<file path="src/rtl/cse_pkg.sv">
package cse_pkg;

    localparam int WORD_W        = 32;
    localparam int HDR_SHIFT     = 5;    // 32-byte slot headers
    localparam int TBL_LIST_OFS  = 'h80; // scatter list offset in table
    localparam int FIS_WORDS_MAX = 4;
    localparam int LBA_W         = 24;
    localparam int BYTES_W       = 25;

    localparam logic [7:0] FIS_TYPE_H2D = 8'h27;
    localparam logic [7:0] FIS_MARK_CMD = 8'h80;
    localparam logic [7:0] OP_READ_DMA  = 8'hC8;
    localparam logic [7:0] OP_WRITE_DMA = 8'hCA;
    localparam logic [7:0] OP_IDENTIFY  = 8'hEC;
    localparam logic [7:0] OP_SET_FEAT  = 8'hEF;

    typedef enum logic [2:0] {
        ST_IDLE, ST_SCAN, ST_HDR0, ST_HDR2, ST_FIS, ST_DEC, ST_MOVE, ST_RET
    } eng_state_e;

    typedef enum logic [1:0] {
        ACT_NONE, ACT_XFER, ACT_FAULT
    } cmd_act_e;

    typedef struct packed {
        cmd_act_e            act;
        logic                to_disk;
        logic [LBA_W-1:0]    lba;
        logic [BYTES_W-1:0]  nbytes;
    } cmd_dec_t;

    function automatic logic [BYTES_W-1:0] sect_bytes(input logic [15:0] cnt);
        logic [15:0] s;
        s = (cnt == 16'd0) ? 16'd256 : cnt;
        return {s, 9'b0};
    endfunction

    function automatic logic [2:0] fis_word_count(input logic [4:0] flen);
        return (flen > 5'd4) ? 3'd4 : flen[2:0];
    endfunction

endpackage

</file>
<file path="src/rtl/cse_slot_pick.sv">
module cse_slot_pick #(
    parameter int NSLOTS = 32,
    localparam int SW    = $clog2(NSLOTS)
) (
    input  logic [NSLOTS-1:0] bits,
    input  logic [SW:0]       cursor,
    output logic              found,
    output logic [SW-1:0]     idx
);
    always_comb begin
        found = 1'b0;
        idx   = '0;
        for (int i = NSLOTS - 1; i >= 0; i--) begin
            if (bits[i] && (i >= int'(cursor))) begin
                found = 1'b1;
                idx   = SW'(i);
            end
        end
    end
endmodule

</file>
<file path="src/rtl/cse_issue_bank.sv">
module cse_issue_bank #(
    parameter int NPORTS = 2,
    parameter int NSLOTS = 32,
    localparam int PW    = (NPORTS > 1) ? $clog2(NPORTS) : 1,
    localparam int SW    = $clog2(NSLOTS)
) (
    input  logic                     clk,
    input  logic                     rst,
    input  logic                     set_en,
    input  logic [PW-1:0]            set_port,
    input  logic [NSLOTS-1:0]        set_bits,
    input  logic                     ret_en,
    input  logic [PW-1:0]            ret_port,
    input  logic [SW-1:0]            ret_slot,
    input  logic [NPORTS-1:0]        flag_clr,
    output logic [NPORTS*NSLOTS-1:0] issue,
    output logic [NPORTS-1:0]        flag
);
    for (genvar p = 0; p < NPORTS; p++) begin : g_port
        logic [NSLOTS-1:0] clr_mask, add_mask;
        logic              hit;

        always_comb begin
            hit      = ret_en && (ret_port == PW'(p));
            clr_mask = hit ? (NSLOTS'(1) << ret_slot) : '0;
            add_mask = (set_en && (set_port == PW'(p))) ? set_bits : '0;
        end

        always_ff @(posedge clk) begin
            if (rst) begin
                issue[p*NSLOTS +: NSLOTS] <= '0;
                flag[p]                   <= 1'b0;
            end else begin
                issue[p*NSLOTS +: NSLOTS] <= (issue[p*NSLOTS +: NSLOTS] & ~clr_mask) | add_mask;
                if (hit)
                    flag[p] <= 1'b1;
                else if (flag_clr[p])
                    flag[p] <= 1'b0;
            end
        end
    end
endmodule

</file>
<file path="src/rtl/cse_fis_decode.sv">
module cse_fis_decode
    import cse_pkg::*;
(
    input  logic [FIS_WORDS_MAX*WORD_W-1:0] fis,
    output cmd_dec_t                        dec
);
    logic [7:0] b0, b1, b2, b4, b5, b6, b12, b13;
    logic       unused_bytes;

    assign b0  = fis[0*8 +: 8];
    assign b1  = fis[1*8 +: 8];
    assign b2  = fis[2*8 +: 8];
    assign b4  = fis[4*8 +: 8];
    assign b5  = fis[5*8 +: 8];
    assign b6  = fis[6*8 +: 8];
    assign b12 = fis[12*8 +: 8];
    assign b13 = fis[13*8 +: 8];
    assign unused_bytes = ^{fis[3*8 +: 8], fis[7*8 +: 40], fis[14*8 +: 16]};

    always_comb begin
        dec.act     = ACT_FAULT;
        dec.to_disk = 1'b0;
        dec.lba     = {b6, b5, b4};
        dec.nbytes  = '0;
        if (b0 != FIS_TYPE_H2D) begin
            dec.act = ACT_FAULT;
        end else if (b1 != FIS_MARK_CMD) begin
            dec.act = ACT_NONE;
        end else begin
            case (b2)
                OP_READ_DMA: begin
                    dec.act    = ACT_XFER;
                    dec.nbytes = sect_bytes({b13, b12});
                end
                OP_WRITE_DMA: begin
                    dec.act     = ACT_XFER;
                    dec.to_disk = 1'b1;
                    dec.nbytes  = sect_bytes({b13, b12});
                end
                OP_IDENTIFY: begin
                    dec.act    = ACT_XFER;
                    dec.nbytes = BYTES_W'(512);
                end
                OP_SET_FEAT: dec.act = ACT_NONE;
                default:     dec.act = ACT_FAULT;
            endcase
        end
    end
endmodule

</file>
<file path="src/rtl/cmd_slot_engine.sv">
module cmd_slot_engine
    import cse_pkg::*;
#(
    parameter int NPORTS = 2,
    parameter int NSLOTS = 32,
    parameter int AW     = 32,
    localparam int PW    = (NPORTS > 1) ? $clog2(NPORTS) : 1,
    localparam int SW    = $clog2(NSLOTS)
) (
    input  logic                     clk,
    input  logic                     rst,
    input  logic                     start,
    output logic                     busy,
    input  logic                     issue_set_en,
    input  logic [PW-1:0]            issue_set_port,
    input  logic [NSLOTS-1:0]        issue_set_bits,
    output logic [NPORTS*NSLOTS-1:0] issue_bits,
    input  logic [NPORTS*AW-1:0]     list_base,
    input  logic [NPORTS-1:0]        irq_en,
    input  logic [NPORTS-1:0]        irq_clr,
    output logic [NPORTS-1:0]        irq_stat,
    output logic                     irq,
    output logic                     mem_req,
    output logic [AW-1:0]            mem_addr,
    input  logic                     mem_ack,
    input  logic [WORD_W-1:0]        mem_rdata,
    output logic                     mv_valid,
    output logic                     mv_write,
    output logic [LBA_W-1:0]         mv_lba,
    output logic [BYTES_W-1:0]       mv_bytes,
    output logic [AW-1:0]            mv_prdt_addr,
    output logic [15:0]              mv_prdt_cnt,
    output logic [PW-1:0]            mv_port,
    output logic [SW-1:0]            mv_slot,
    input  logic                     mv_done,
    output logic                     retire_pulse,
    output logic [PW-1:0]            retire_port,
    output logic [SW-1:0]            retire_slot,
    output logic                     bad_cmd
);
    localparam int FIS_W = FIS_WORDS_MAX * WORD_W;

    eng_state_e        state;
    logic [PW-1:0]     port_q;
    logic [SW:0]       cursor;
    logic [SW-1:0]     slot_q;
    logic [4:0]        flen_q;
    logic [15:0]       prdt_q;
    logic [AW-1:0]     tbl_q;
    logic [FIS_W-1:0]  fis_q;
    logic [2:0]        fidx;
    logic [2:0]        fis_words;
    cmd_dec_t          dec_w, dec_q;
    logic              pick_found;
    logic [SW-1:0]     pick_idx;
    logic [AW-1:0]     hdr_addr;
    logic              unused_hdr;

    assign unused_hdr = ^mem_rdata[15:5];

    cse_issue_bank #(.NPORTS(NPORTS), .NSLOTS(NSLOTS)) u_bank (
        .clk      (clk),
        .rst      (rst),
        .set_en   (issue_set_en),
        .set_port (issue_set_port),
        .set_bits (issue_set_bits),
        .ret_en   (retire_pulse),
        .ret_port (port_q),
        .ret_slot (slot_q),
        .flag_clr (irq_clr),
        .issue    (issue_bits),
        .flag     (irq_stat)
    );

    cse_slot_pick #(.NSLOTS(NSLOTS)) u_pick (
        .bits   (issue_bits[port_q*NSLOTS +: NSLOTS]),
        .cursor (cursor),
        .found  (pick_found),
        .idx    (pick_idx)
    );

    cse_fis_decode u_dec (
        .fis (fis_q),
        .dec (dec_w)
    );

    assign fis_words = fis_word_count(flen_q);
    assign hdr_addr  = list_base[port_q*AW +: AW] + (AW'(slot_q) << HDR_SHIFT);

    always_comb begin
        mem_req  = 1'b0;
        mem_addr = hdr_addr;
        case (state)
            ST_HDR0: mem_req = 1'b1;
            ST_HDR2: begin
                mem_req  = 1'b1;
                mem_addr = hdr_addr + AW'(8);
            end
            ST_FIS: begin
                mem_req  = (fidx != fis_words);
                mem_addr = tbl_q + (AW'(fidx) << 2);
            end
            default: ;
        endcase
    end

    always_ff @(posedge clk) begin
        if (rst) begin
            state  <= ST_IDLE;
            port_q <= '0;
            cursor <= '0;
            slot_q <= '0;
            flen_q <= '0;
            prdt_q <= '0;
            tbl_q  <= '0;
            fis_q  <= '0;
            fidx   <= '0;
            dec_q  <= '0;
        end else begin
            case (state)
                ST_IDLE: if (start) begin
                    port_q <= '0;
                    cursor <= '0;
                    state  <= ST_SCAN;
                end
                ST_SCAN: begin
                    if (pick_found) begin
                        slot_q <= pick_idx;
                        fis_q  <= '0;
                        state  <= ST_HDR0;
                    end else if (port_q == PW'(NPORTS - 1)) begin
                        state <= ST_IDLE;
                    end else begin
                        port_q <= port_q + 1'b1;
                        cursor <= '0;
                    end
                end
                ST_HDR0: if (mem_ack) begin
                    flen_q <= mem_rdata[4:0];
                    prdt_q <= mem_rdata[31:16];
                    state  <= ST_HDR2;
                end
                ST_HDR2: if (mem_ack) begin
                    tbl_q <= mem_rdata[AW-1:0];
                    fidx  <= '0;
                    state <= ST_FIS;
                end
                ST_FIS: begin
                    if (fidx == fis_words) begin
                        state <= ST_DEC;
                    end else if (mem_ack) begin
                        fis_q[32*fidx +: 32] <= mem_rdata;
                        fidx <= fidx + 3'd1;
                    end
                end
                ST_DEC: begin
                    dec_q <= dec_w;
                    state <= (dec_w.act == ACT_XFER) ? ST_MOVE : ST_RET;
                end
                ST_MOVE: if (mv_done) state <= ST_RET;
                ST_RET: begin
                    cursor <= {1'b0, slot_q} + 1'b1;
                    state  <= ST_SCAN;
                end
                default: state <= ST_IDLE;
            endcase
        end
    end

    assign busy         = (state != ST_IDLE);
    assign irq          = |(irq_stat & irq_en);
    assign mv_valid     = (state == ST_MOVE);
    assign mv_write     = dec_q.to_disk;
    assign mv_lba       = dec_q.lba;
    assign mv_bytes     = dec_q.nbytes;
    assign mv_prdt_addr = tbl_q + AW'(TBL_LIST_OFS);
    assign mv_prdt_cnt  = prdt_q;
    assign mv_port      = port_q;
    assign mv_slot      = slot_q;
    assign retire_pulse = (state == ST_RET);
    assign retire_port  = port_q;
    assign retire_slot  = slot_q;
    assign bad_cmd      = (state == ST_RET) && (dec_q.act == ACT_FAULT);

endmodule

</file>
<file path="config.mk">
export PLATFORM = sky130hd
export DESIGN_NAME = cmd_slot_engine
export DESIGN_NICKNAME = d
export VERILOG_FILES = /design/src/rtl/cse_pkg.sv /design/src/rtl/cse_slot_pick.sv /design/src/rtl/cse_issue_bank.sv /design/src/rtl/cse_fis_decode.sv /design/src/rtl/cmd_slot_engine.sv
export SDC_FILE = /design/constraint.sdc
export NUM_CORES = 1
export LEC_CHECK = 0
export ABC_AREA = 0
export ABC_CLOCK_PERIOD_IN_PS = 7200
export BUFFER_PORTS_ARGS = -buffer_cell sky130_fd_sc_hd__buf_2
export CORE_MARGIN = 3
export CORE_UTILIZATION = 25
export CTS_CLUSTER_SIZE = 12
export DETAILED_ROUTE_END_ITERATION = 8
export SYNTH_ARGS = -nofsm -noshare
export SYNTH_HDL_FRONTEND = slang
export SYNTH_HIERARCHICAL = 1
export SYNTH_SLANG_ARGS = --single-unit
</file>
<file path="constraint.sdc">
create_clock -name clk -period 7.2 [get_ports clk]
set_input_delay 0.36 -clock clk [delete_from_list [all_inputs] [get_ports clk]]
set_output_delay 0.36 -clock clk [all_outputs]
set_load 0.03 [all_outputs]
</file>
# After elaboration in Yosys (flattened, before gate mapping)
# Cells that the tools add are included.
# word_totals
out_inout_bits	214
wordCells	269
input_bits	139
regBits	317
# op_classes
addsub	8
reduce_logical	58
shifts	5
n_bitwise	9
mux	111
n_eq_ne	28
magnitude_cmp	33
# ops
cell	n
2-to-1 mux 128 bit	3
one-hot mux 128 bit (2 select lines)	1
2-to-1 mux 5 bit	32
bitwise mux 128 bit	1
2-to-1 mux 32 bit	4
variable shift 32 x 34 -> 128 bit (first input constant)	1
indexed part select 32 x 34 -> 128 bit	1
indexed part select 64 x 7 -> 32 bit	2
>= comparator 5 x 6 -> 1 bit (first input constant)	16
bitwise AND 32 bit	2
NOT 32 bit	2
bitwise OR 32 bit	2
one-hot mux 32 bit (2 select lines)	1
2-to-1 mux 25 bit	2
one-hot mux 25 bit (2 select lines)	1
>= comparator 4 x 6 -> 1 bit (first input constant)	8
2-to-1 mux 1 bit	43
logical AND 1 bit	37
negation 8 -> 34 bit	1
2-to-1 mux 3 bit	11
adder 32 x 10 -> 32 bit	1
adder 32 x 4 -> 32 bit (second input constant)	1
adder 32 x 5 -> 32 bit	1
adder 32 x 8 -> 32 bit (second input constant)	1
other kinds (41)	77

# Logic depth before layout (Yosys ltp)
# Gate-level depths: netlist of run 1.
# logic_depth
word_depth	36
depth_mapped	20
ltp_nobuf	13

# Hierarchy
# Netlist of run 1, hierarchy kept.
# by_module_without_submodules
module	cells_per_inst	area_per_inst_um2	seq_area_each_um2	n_inst
cmd_slot_engine	1597	13082.5	5024.8	1
cse_issue_bank	309	2528.7	1321.3	1
cse_slot_pick	182	1051.0	0.0	1
cse_fis_decode	91	715.7	0.0	1

# Least setup slack after synthesis of run 1
# OpenSTA, ideal clock, no wires.
# synth_timing
path_kind	register to output
start	register port_q (netlist: mv_port)
end	output mem_addr[22]
required_ns	6.840
t_arrival_ns	5.463
setup_slack_ns	1.377
n_path_buf	6
path_stages_with_launch	19
path_cell_list	dfxtp_1 buf_6 buf_12 buf_6 buf_2 buf_1 clkbuf_1 mux2_2 ha_1 fa_1 a211oi_2 o21bai_2 o31a_1 nor3_1 o211ai_4 or3_4 nor3b_2 xor2_1 o221ai_1
# synth_via
elab_chain_len	4
# synth_lines
item	line	text
start, declared	cmd_slot_engine.sv:44	logic [PW-1:0] port_q;
start signal, assigned	cmd_slot_engine.sv:134	port_q <= port_q + 1'b1;
indexed part select 64 x 7 -> 32 bit (*)	cmd_slot_engine.sv:88	assign hdr_addr = list_base[port_q*AW +: AW] + (AW'(slot_q) << HDR_SHIFT);
adder 32 x 10 -> 32 bit (*)	cmd_slot_engine.sv:88	
adder 32 x 4 -> 32 bit	cmd_slot_engine.sv:97	mem_addr = hdr_addr + AW'(8);
one-hot mux 32 bit (2 select lines) (*)	cmd_slot_engine.sv:93	case (state)
end, declared	cmd_slot_engine.sv:24	output logic [AW-1:0] mem_addr,
# Mark *: on every way between the ends. The rest lies on a longest branch, timed or not.

# Final worst setup path of run 1
# layout_timing
start	register port_q (netlist: mv_port)
end	output mem_addr[28]
# The elaborated chain is that of the path after synthesis.

==> results.sh, run 1 <==
export IMPL_cpLargestDelayFamily="compound AO/OA/AOI/OAI gates"
export IMPL_yosys_warnings=6
export IMPL_report_final_slew_viol_count=0
export IMPL_post_place_ws_ns=2.20
export IMPL_finalSetupViolCount=0
export IMPL_initial_utilization_pct=25.3
export IMPL_cts_sinks=253
export IMPL_cts_tree="yes"
export IMPL_fin_skew_ns=0.0275
export IMPL_stdcell_count=2966
export IMPL_fin_nets=2312
export IMPL_tightest_slew_ns=1.09
export IMPL_fmax_mhz=180
export IMPL_syn_to_final_growth_pct=18.6
export IMPL_filler_cell_count=6525
export IMPL_numCtsBuffers=34
export IMPL_clock_path_buffers=3
export IMPL_max_stage_delay_ns=0.84
export IMPL_grt_overflow_total=0
export IMPL_io_buffers=352
export IMPL_finalCriticalPeriod_ns=5.55
export IMPL_slowest_stage="dfxtp_4"
export IMPL_holdCritPathClass="in2reg"
export IMPL_wirelength_microns=57400
export IMPL_antenna_found_initial=7
export IMPL_grt_usage_pct=17.0
export IMPL_finalSetupTns_ns=0
export IMPL_p_leak_nw=7.00
export IMPL_finalCritPeriodShare_pct=77.1
export IMPL_netlist_area_sq_um=15300
export IMPL_gp_congestion=0.903
export IMPL_grt_max_degree=198
export IMPL_cp_end_kind="primary output"
export IMPL_worst_r2r_path_depth=14
export IMPL_dpl_cell_area_sq_um=17000
export IMPL_hold_viol_final=0
export IMPL_cts_setup_buffers=0
export IMPL_dp_cells=2903
export IMPL_fin_area_sq_um=18200
export IMPL_syn_inst=1972
export IMPL_drc=0
export IMPL_critPathRequiredTime_ns=6.84
export IMPL_grt_pass1_wl_microns=84600
export IMPL_cts_root_buf="clkbuf_16"
export IMPL_ant_nets=0
export IMPL_hold_depth=3
export IMPL_ir_drop_uv=160
export IMPL_critPathBufInv=1
export IMPL_cts_hold_buf=0
export IMPL_fin_util_pct=30.0
export IMPL_cp_max_fo=59
export IMPL_power_density_nw_per_um2=227
export IMPL_worstSetupPathType="reg2out"
export IMPL_drt_pre_antenna_iters=5
export IMPL_cts_resized=0
export IMPL_viasPerCell=4.95
export IMPL_avgSynthCellArea_sq_um=7.76
export IMPL_clk_pin_slew_ns=0.06
export IMPL_row_count=90
export IMPL_rsz0062_at_grt="no"
export IMPL_wire_per_inst_microns=19.3
export IMPL_cp_start_kind="register"
export IMPL_drt_iter0_markers=1058
export IMPL_first_global_vias=13885
export IMPL_io_pins=353
export IMPL_die_x_microns=253
export IMPL_relSlewSlack_pct=27.1
export IMPL_hpwl_microns=42400
export IMPL_drv_cap=0
export IMPL_layout_drive_gt1_share_pct=25.0
export IMPL_die_area_sq_um=64200
export IMPL_fin_ws_ns=1.65
export IMPL_path_cells="mux2_2, ha_1, fa_1, a211oi_2, o21bai_2, o31a_1, nor3_1, o211ai_4, nor4_2, nand2_1, xor2_1, o221ai_1, buf_2"
export IMPL_h_tree_depth=2
export IMPL_cp_arrival_ns=5.19
export IMPL_die_h_microns=253
export IMPL_crit_cells=13
export IMPL_status="complete, no violations"
export IMPL_vias=14692
export IMPL_clk_latency_ns=0.55
export IMPL_core_area_sq_um=60500
[where the power goes]
part / switching [mW] / internal [mW] / leakage, nW
combinational: 0.596 / 0.259 / 4.36
sequential: 0.0505 / 1.44 / 2.05
clock: 0.686 / 1.09 / 0.587
[registers in the layout, summed over array words and instances (netlist names)]
name,cells
mv_lba,24
mv_port,1
tbl_q,32
fidx,3
fis_q,64
mv_write,1
mv_bytes,25
flen_q,5
mv_slot,5
dec_q,2
u_bank/flag,2
cursor,6
u_bank/issue,64
mv_prdt_cnt,16
state,3
[stage by stage]
step	power, mW	hold slack [ns]
3_5_place_dp	2.37	0.443
6_report	4.13	0.0511
4_1_cts	4.18	0.0283
3_3_place_gp	2.38	0.439
2_1_floorplan	2.08	0.431
5_1_grt	4.30	0.0480
[worst min-delay path: cells and delay by family]
| kind | cells | cell delay (ns) |
|---|---|---|
| AOI/OAI and AO/OA | 1 | 0.05 |
| buffers and inverters | 1 | 0.10 |
| and+or+nand+nor | 1 | 0.05 |
[placed cells by master, fill, tap and decap left out, types with 6 or more instances in the layout]
cell type,instances
a21o_1,9
a21oi_1,214
a22oi_1,75
and2_1,13
and3_1,15
buf_2,351
buf_4,18
clkbuf_16,34
clkbuf_8,8
conb_1,9
dfxtp_1,252
ha_1,14
inv_1,38
mux2_2,46
mux2i_1,23
nand2_1,369
nand2b_1,7
nand3_1,38
nand3b_1,11
nand4_1,17
nand4b_1,7
nand4bb_1,6
nor2_1,149
nor2b_1,13
nor3_1,26
nor3_2,10
nor4_1,9
o21ai_0,96
o21ai_1,17
o221ai_1,16
o22ai_1,6
o31ai_1,9
or2_2,7
or3_1,7
xnor2_1,47
xor2_1,46
[layout make-up]
class,instances,area (sq um),area share (%)
well taps,782,978,5.39
inverters,39,146,0.806
repair buffers,371,1930,10.6
flip-flops and latches,253,5070,27.9
clock buffers,44,958,5.28
diodes,4,10.0,0.0551
clock inverters,15,234,1.29
multi-input cells,1458,8840,48.7
[path summary, 6_finish.rpt]
path	end	startpoint	slack [ns]
worst max-delay path	mem_addr[28]	mv_port$_SDFFE_PP0P_	1.65
worst min-delay path	u_bank/issue[28]$_SDFF_PP0_	issue_set_bits[28]	0.05
worst max register to register	fis_q[108]$_SDFFE_PP0P_	mv_port$_SDFFE_PP0P_	2.40
worst min register to register	mv_prdt_cnt[2]$_SDFFE_PP0P_	mv_prdt_cnt[2]$_SDFFE_PP0P_	0.45
[per-layer routing]
metal | GRT usage [%] | part of all wire (%) | vias to the layer above
met5 | 0 | 0.070 | -
met4 | 5.62 | 2.8 | 6
li1 | - | - | 7165
met1 | 23.4 | 46 | 6922
met2 | 26.3 | 44 | 506
met3 | 3.63 | 7.0 | 93
Note: power is estimated with default switching activity, not from simulation.
==> run 2: changes to the inputs <==
Settings changed: ABC_CLOCK_PERIOD_IN_PS 7200 to 5350.
Clock period 7.2 ns to 5.35 ns, I/O delays scaled along.
==> run 2 against run 1 <==
  * Largest power group unchanged
  * Flip-flop and latch count unchanged
  * Register-to-register slack got worse by 1.1 ns
  * Sequential share of layout area decreased by 0.63 points
==> results.sh, run 2 (synthesized netlist as in run 1, its figures left out) <==
export IMPL_status="complete, no violations"
export IMPL_cp_end_kind="primary output"
export IMPL_cp_start_kind="register"
export IMPL_die_area_sq_um=64200
export IMPL_cts_tree="yes"
export IMPL_dp_cells=2908
export IMPL_io_pins=353
export IMPL_syn_to_final_growth_pct=21.4
export IMPL_die_x_microns=253
export IMPL_numCtsBuffers=30
export IMPL_finalSetupViolCount=0
export IMPL_finalCritPeriodShare_pct=91.7
export IMPL_finalCriticalPeriod_ns=4.91
export IMPL_post_place_ws_ns=1.02
export IMPL_final_common_cell="nand2_1"
export IMPL_grt_util_met2_pct=28.2
export IMPL_clk_latency_ns=0.58
export IMPL_finalSetupTns_ns=0
export IMPL_reg_top3="fis_q (64), u_bank/issue (64), tbl_q (32)"
export IMPL_clock_path_buffers=3
export IMPL_critPathRequiredTime_ns=5.08
export IMPL_p_leak_nw=7.17
export IMPL_vias=15099
export IMPL_multi_input_area_sq_um=8890
export IMPL_antenna_found_initial=4
export IMPL_viasPerCell=5.01
export IMPL_fin_nets=2364
export IMPL_wire_per_inst_microns=19.4
export IMPL_ir_drop_uv=247
export IMPL_initial_utilization_pct=25.3
export IMPL_grt_max_degree=132
export IMPL_use_met3_pct=2.82
export IMPL_worstSetupPathType="reg2out"
export IMPL_drc=0
export IMPL_relSlewSlack_pct=25.4
export IMPL_layout_common_cells="nand2_1 (369), buf_2 (351), dfxtp_1 (252)"
export IMPL_grt_pass1_wl_microns=87000
export IMPL_top_usage_layer="met2"
export IMPL_first_global_vias=14271
export IMPL_filler_cell_count=6520
export IMPL_gp_congestion=0.882
export IMPL_ff_latch_area_sq_um=5070
export IMPL_hold_viol_final=0
export IMPL_drv_cap=0
export IMPL_cts_root_buf="clkbuf_16"
export IMPL_drt_pre_antenna_iters=6
export IMPL_layout_drive_gt1_share_pct=24.6
export IMPL_fin_skew_ns=0.0155
export IMPL_fin_ws_ns=0.444
export IMPL_power_density_nw_per_um2=286
export IMPL_stdcell_count=3015
export IMPL_fmax_mhz=204
export IMPL_holdCritPathClass="in2reg"
export IMPL_h_tree_depth=1
export IMPL_drt_iter0_markers=1191
export IMPL_ant_nets=0
export IMPL_cp_arrival_ns=4.64
export IMPL_power_mw=5.32
export IMPL_io_buffers=352
export IMPL_tightest_slew_ns=1.12
export IMPL_cts_sinks=253
export IMPL_grt_usage_pct=17.4
export IMPL_rsz0062_at_grt="no"
export IMPL_clk_pin_slew_ns=0.06
export IMPL_cp_max_fo=8
export IMPL_report_final_slew_viol_count=0
export IMPL_grt_overflow_total=0
export IMPL_row_count=90
export IMPL_core_area_sq_um=60500
export IMPL_die_h_microns=253
export IMPL_use_met1_pct=23.9
export IMPL_wirelength_microns=58600
export IMPL_hpwl_microns=42800
run 2: final cells by class:
type / count / share of cell area (%)
well taps: 782 / 5.27
repair buffers: 427 / 13.3
diodes: 1 / 0.0135
multi-input cells: 1458 / 47.8
clock buffers: 44 / 4.65
clock inverters: 11 / 0.875
inverters: 39 / 0.788
flip-flops and latches: 253 / 27.3
run 2: worst paths after layout:
path,to,from,slack [ns],depth (start not counted)
worst max-delay path,mem_addr[30],mv_port$_SDFFE_PP0P_,0.44,13
worst min-delay path,mv_prdt_cnt[5]$_SDFFE_PP0P_,mem_rdata[21],0.03,3
worst max register to register,fis_q[98]$_SDFFE_PP0P_,mv_port$_SDFFE_PP0P_,1.26,14
worst min register to register,mv_lba[22]$_SDFFE_PP0P_,mv_lba[22]$_SDFFE_PP0P_,0.45,2
run 2: per-layer routing:
layer  up-vias  wire length, microns
li1       7268                     -
met2       502                 26700
met4         4                  1350
met5         -                    23
met3        84                  3720
met1      7241                 26800
run 2: per-stage QoR:
stage | area (sq um) | utilization (%) | hold WS (ns)
floorplan | 15400 | - | 0.403
global route | 18600 | 30.7 | 0.0194
global placement | 17000 | 28.2 | 0.440
detailed placement | 17000 | 28.2 | 0.444
finish | 18600 | 30.7 | 0.0338
CTS | 18600 | 30.7 | 0.00390
run 2: power by group:
| part | total, mW | internal (mW) | switching, mW |
|---|---|---|---|
| clock | 2.11 | 1.26 | 0.843 |
| sequential | 2.01 | 1.94 | 0.0679 |
| combinational | 1.20 | 0.378 | 0.821 |
run 2: timing repair:
item / in CTS / in global routing
hold endpoints to repair: 95 / 0
resized for setup: 0 / 0
hold buffers: 51 / 0
buffers inserted: 0 / 0
run 2: critical path: stages, from the launching register on:
cell	delay (ns)
dfxtp_4	0.38
mux2_2	0.34
ha_1	0.22
fa_1	0.42
a211oi_2	0.29
o21bai_2	0.20
o31a_1	0.33
nor3_1	0.42
o211ai_4	0.17
nor4_2	0.58
nand3_1	0.16
xor2_1	0.19
o21ai_2	0.13
buf_2	0.21
==> run 3: changes to the inputs <==
--- a/config.mk
+++ b/config.mk
@@ -13,4 +13,5 @@
 export CTS_CLUSTER_SIZE = 12
 export DETAILED_ROUTE_END_ITERATION = 8
+export RECOVER_POWER = 100
 export SYNTH_ARGS = -nofsm -noshare
 export SYNTH_HDL_FRONTEND = slang
==> constraint.sdc (replaced) <==
create_clock -name clk -period 5.35 [get_ports clk]
set_input_delay 0.8025 -clock clk [delete_from_list [all_inputs] [get_ports clk]]
set_output_delay 0.8025 -clock clk [all_outputs]
set_load 0.03 [all_outputs]
==> run 3 against run 2 <==
  * The run now ends with max-capacitance violations, max-slew violations left
  * Core utilization decreased by 1.3 points
  * Die area unchanged
  * First-iteration DRC count decreased by 10%
  * Final cell count decreased by 1.5%
  * Flip-flop and latch count unchanged
  * Routed wire length decreased by 2.4%
==> results.sh, run 3 (synthesized netlist as in run 1, its figures left out) <==
export IMPL_report_final_slew_viol_count=73
export IMPL_fin_nets=2320
export IMPL_p_sw_share_pct=34.0
export IMPL_die_area_sq_um=64200
export IMPL_h_tree_depth=1
export IMPL_stdcell_count=2970
export IMPL_wire_per_inst_microns=19.3
export IMPL_io_pins=353
export IMPL_pwr_share_seq_pct=39.3
export IMPL_dp_cells=2913
export IMPL_cp_end_kind="primary output"
export IMPL_power_density_nw_per_um2=286
export IMPL_cp_arrival_ns=4.34
export IMPL_io_buffers=352
export IMPL_relSlewSlack_pct=-32.3
export IMPL_ant_nets=0
export IMPL_layout_drive_gt1_share_pct=16.2
export IMPL_drt_pre_antenna_iters=5
export IMPL_syn_to_final_growth_pct=16.2
export IMPL_slowest_stage="fa_1"
export IMPL_die_x_microns=253
export IMPL_grt_max_degree=146
export IMPL_holdCritPathClass="reg2reg"
export IMPL_worstSetupPathType="reg2out"
export IMPL_final_common_cell="nand2_1"
export IMPL_finalSetupViolCount=0
export IMPL_cts_root_buf="clkbuf_16"
export IMPL_finalCriticalPeriod_ns=5.15
export IMPL_cts_tree="yes"
export IMPL_gp_congestion=0.908
export IMPL_numCtsBuffers=31
export IMPL_fmax_mhz=194
export IMPL_core_area_sq_um=60500
export IMPL_antenna_found_initial=5
export IMPL_clock_path_buffers=3
export IMPL_drv_cap=2
export IMPL_hold_slack_ns=0.442
export IMPL_filler_cell_count=6690
export IMPL_viasPerCell=4.96
export IMPL_cts_hold_buf=0
export IMPL_fin_skew_ns=0.0185
export IMPL_grt_overflow_total=0
export IMPL_cts_sinks=253
export IMPL_clk_pin_slew_ns=0.06
export IMPL_p_switching_mw=1.73
export IMPL_grt_pass1_wl_microns=84700
export IMPL_status="finished, violations left"
export IMPL_p_leak_nw=6.11
export IMPL_tightest_slew_ns=1.98
export IMPL_drt_iter0_markers=1070
export IMPL_multi_input_area_sq_um=8950
export IMPL_hpwl_microns=42600
export IMPL_clk_latency_ns=0.59
export IMPL_reg_top3="fis_q (64), u_bank/issue (64), tbl_q (32)"
export IMPL_cp_max_fo=8
export IMPL_internal_power_mw=3.36
export IMPL_layout_common_cells="nand2_1 (370), dfxtp_1 (252), a21oi_1 (214)"
export IMPL_combPwrFrac_pct=22.5
export IMPL_die_h_microns=253
export IMPL_violations="max-capacitance violations, max-slew violations"
export IMPL_critPathRequiredTime_ns=4.55
export IMPL_ff_latch_area_sq_um=5070
export IMPL_cp_start_kind="register"
export IMPL_row_count=90
export IMPL_drc=0
export IMPL_initial_utilization_pct=25.3
export IMPL_max_stage_delay_ns=0.42
export IMPL_path_cells="mux2_2, ha_1, fa_1, a211oi_2, o21bai_2, nand3_1, xor2_2, and4_4, nor4b_4, nand3_1, xor2_1, o221ai_2, buf_2"
export IMPL_finalSetupTns_ns=0
export IMPL_ir_drop_uv=225
export IMPL_wirelength_microns=57200
export IMPL_first_global_vias=13620
export IMPL_finalCritPeriodShare_pct=96.2
export IMPL_hold_viol_final=0
export IMPL_clock_power_share_pct=38.3
export IMPL_vias=14741
export IMPL_grt_usage_pct=16.9
export IMPL_worst_path_most_repeated_cell="nand3_1"
[run 3: cell types whose count changed in the layout (fill, tap and decap cells not counted), sizes merged]
cell	previous run	this run
clkbuf	45	255
buf	375	169
dlygate4sd3	51	0
bufinv	3	0
clkinvlp	0	3
diode	1	3
[run 3: final timing paths]
path / endpoint / slack, ns / start / depth (start not counted)
worst max-delay path: mem_addr[29] / 0.20 / mv_port$_SDFFE_PP0P_ / 13
worst min-delay path: mv_lba[14]$_SDFFE_PP0P_ / 0.44 / fis_q[46]$_SDFFE_PP0P_ / 2
worst max register to register: fis_q[5]$_SDFFE_PP0P_ / 0.65 / mv_port$_SDFFE_PP0P_ / 15
worst min register to register: mv_lba[14]$_SDFFE_PP0P_ / 0.44 / fis_q[46]$_SDFFE_PP0P_ / 2
[run 3: critical path, delay by kind of cell (launching register included)]
family | cells | cell delay (ns)
xor gates and xnor gates | 2 | 0.47
muxes | 1 | 0.36
and+or+nand+nor | 4 | 0.99
adders and majority gates | 2 | 0.65
buffers and inverters | 1 | 0.25
DFF | 1 | 0.39
AOI/OAI and AO/OA | 3 | 0.64
[run 3: metal layers]
metal  wire [microns]  vias to the layer above  GRT usage [%]
met5               31                        -              0
met4              928                        4           3.79
met3             3460                       57           2.68
met2            26200                      487           27.0
met1            26600                     7008           23.9
li1                 -                     7185              -
[run 3: cell type report]
| class | instances | area share (%) |
|---|---|---|
| Inverter | 39 | 0.823 |
| Clock buffer | 42 | 4.70 |
| Timing Repair Buffer | 382 | 9.70 |
| Tap cell | 782 | 5.50 |
| Sequential cell | 253 | 28.5 |
| Antenna cell | 3 | 0.0422 |
| Multi-Input combinational cell | 1458 | 50.3 |
| Clock inverter | 11 | 0.478 |
[run 3: per-stage QoR]
stage / setup slack [ns] / util (%) / cell area (sq um) / power [mW]
finish: 0.204 / 29.4 / 17800 / 5.09
global route: -0.0110 / 29.4 / 17800 / 5.34
CTS: 0.0251 / 29.7 / 18000 / 5.19
detailed placement: 0.243 / 28.2 / 17100 / 3.21
global placement: 0.256 / 28.2 / 17100 / 3.21
floorplan: 0.0163 / - / 15400 / 2.81
[run 3: timing repair]
item                                    CTS  global route
gates resized for setup                   0            15
buffers inserted                          0             1
endpoints found under the setup margin    0             9
[run 3: power by group through the flow]
stage / combinational, mW / clock, mW / sequential, mW
6_report: 1.14 / 1.95 / 2.00
5_1_grt: 1.24 / 2.09 / 2.01
4_1_cts: 1.17 / 2.02 / 2.00
3_5_place_dp: 1.17 / 0 / 2.04
3_3_place_gp: 1.17 / 0 / 2.04
2_1_floorplan: 0.703 / 0 / 2.10
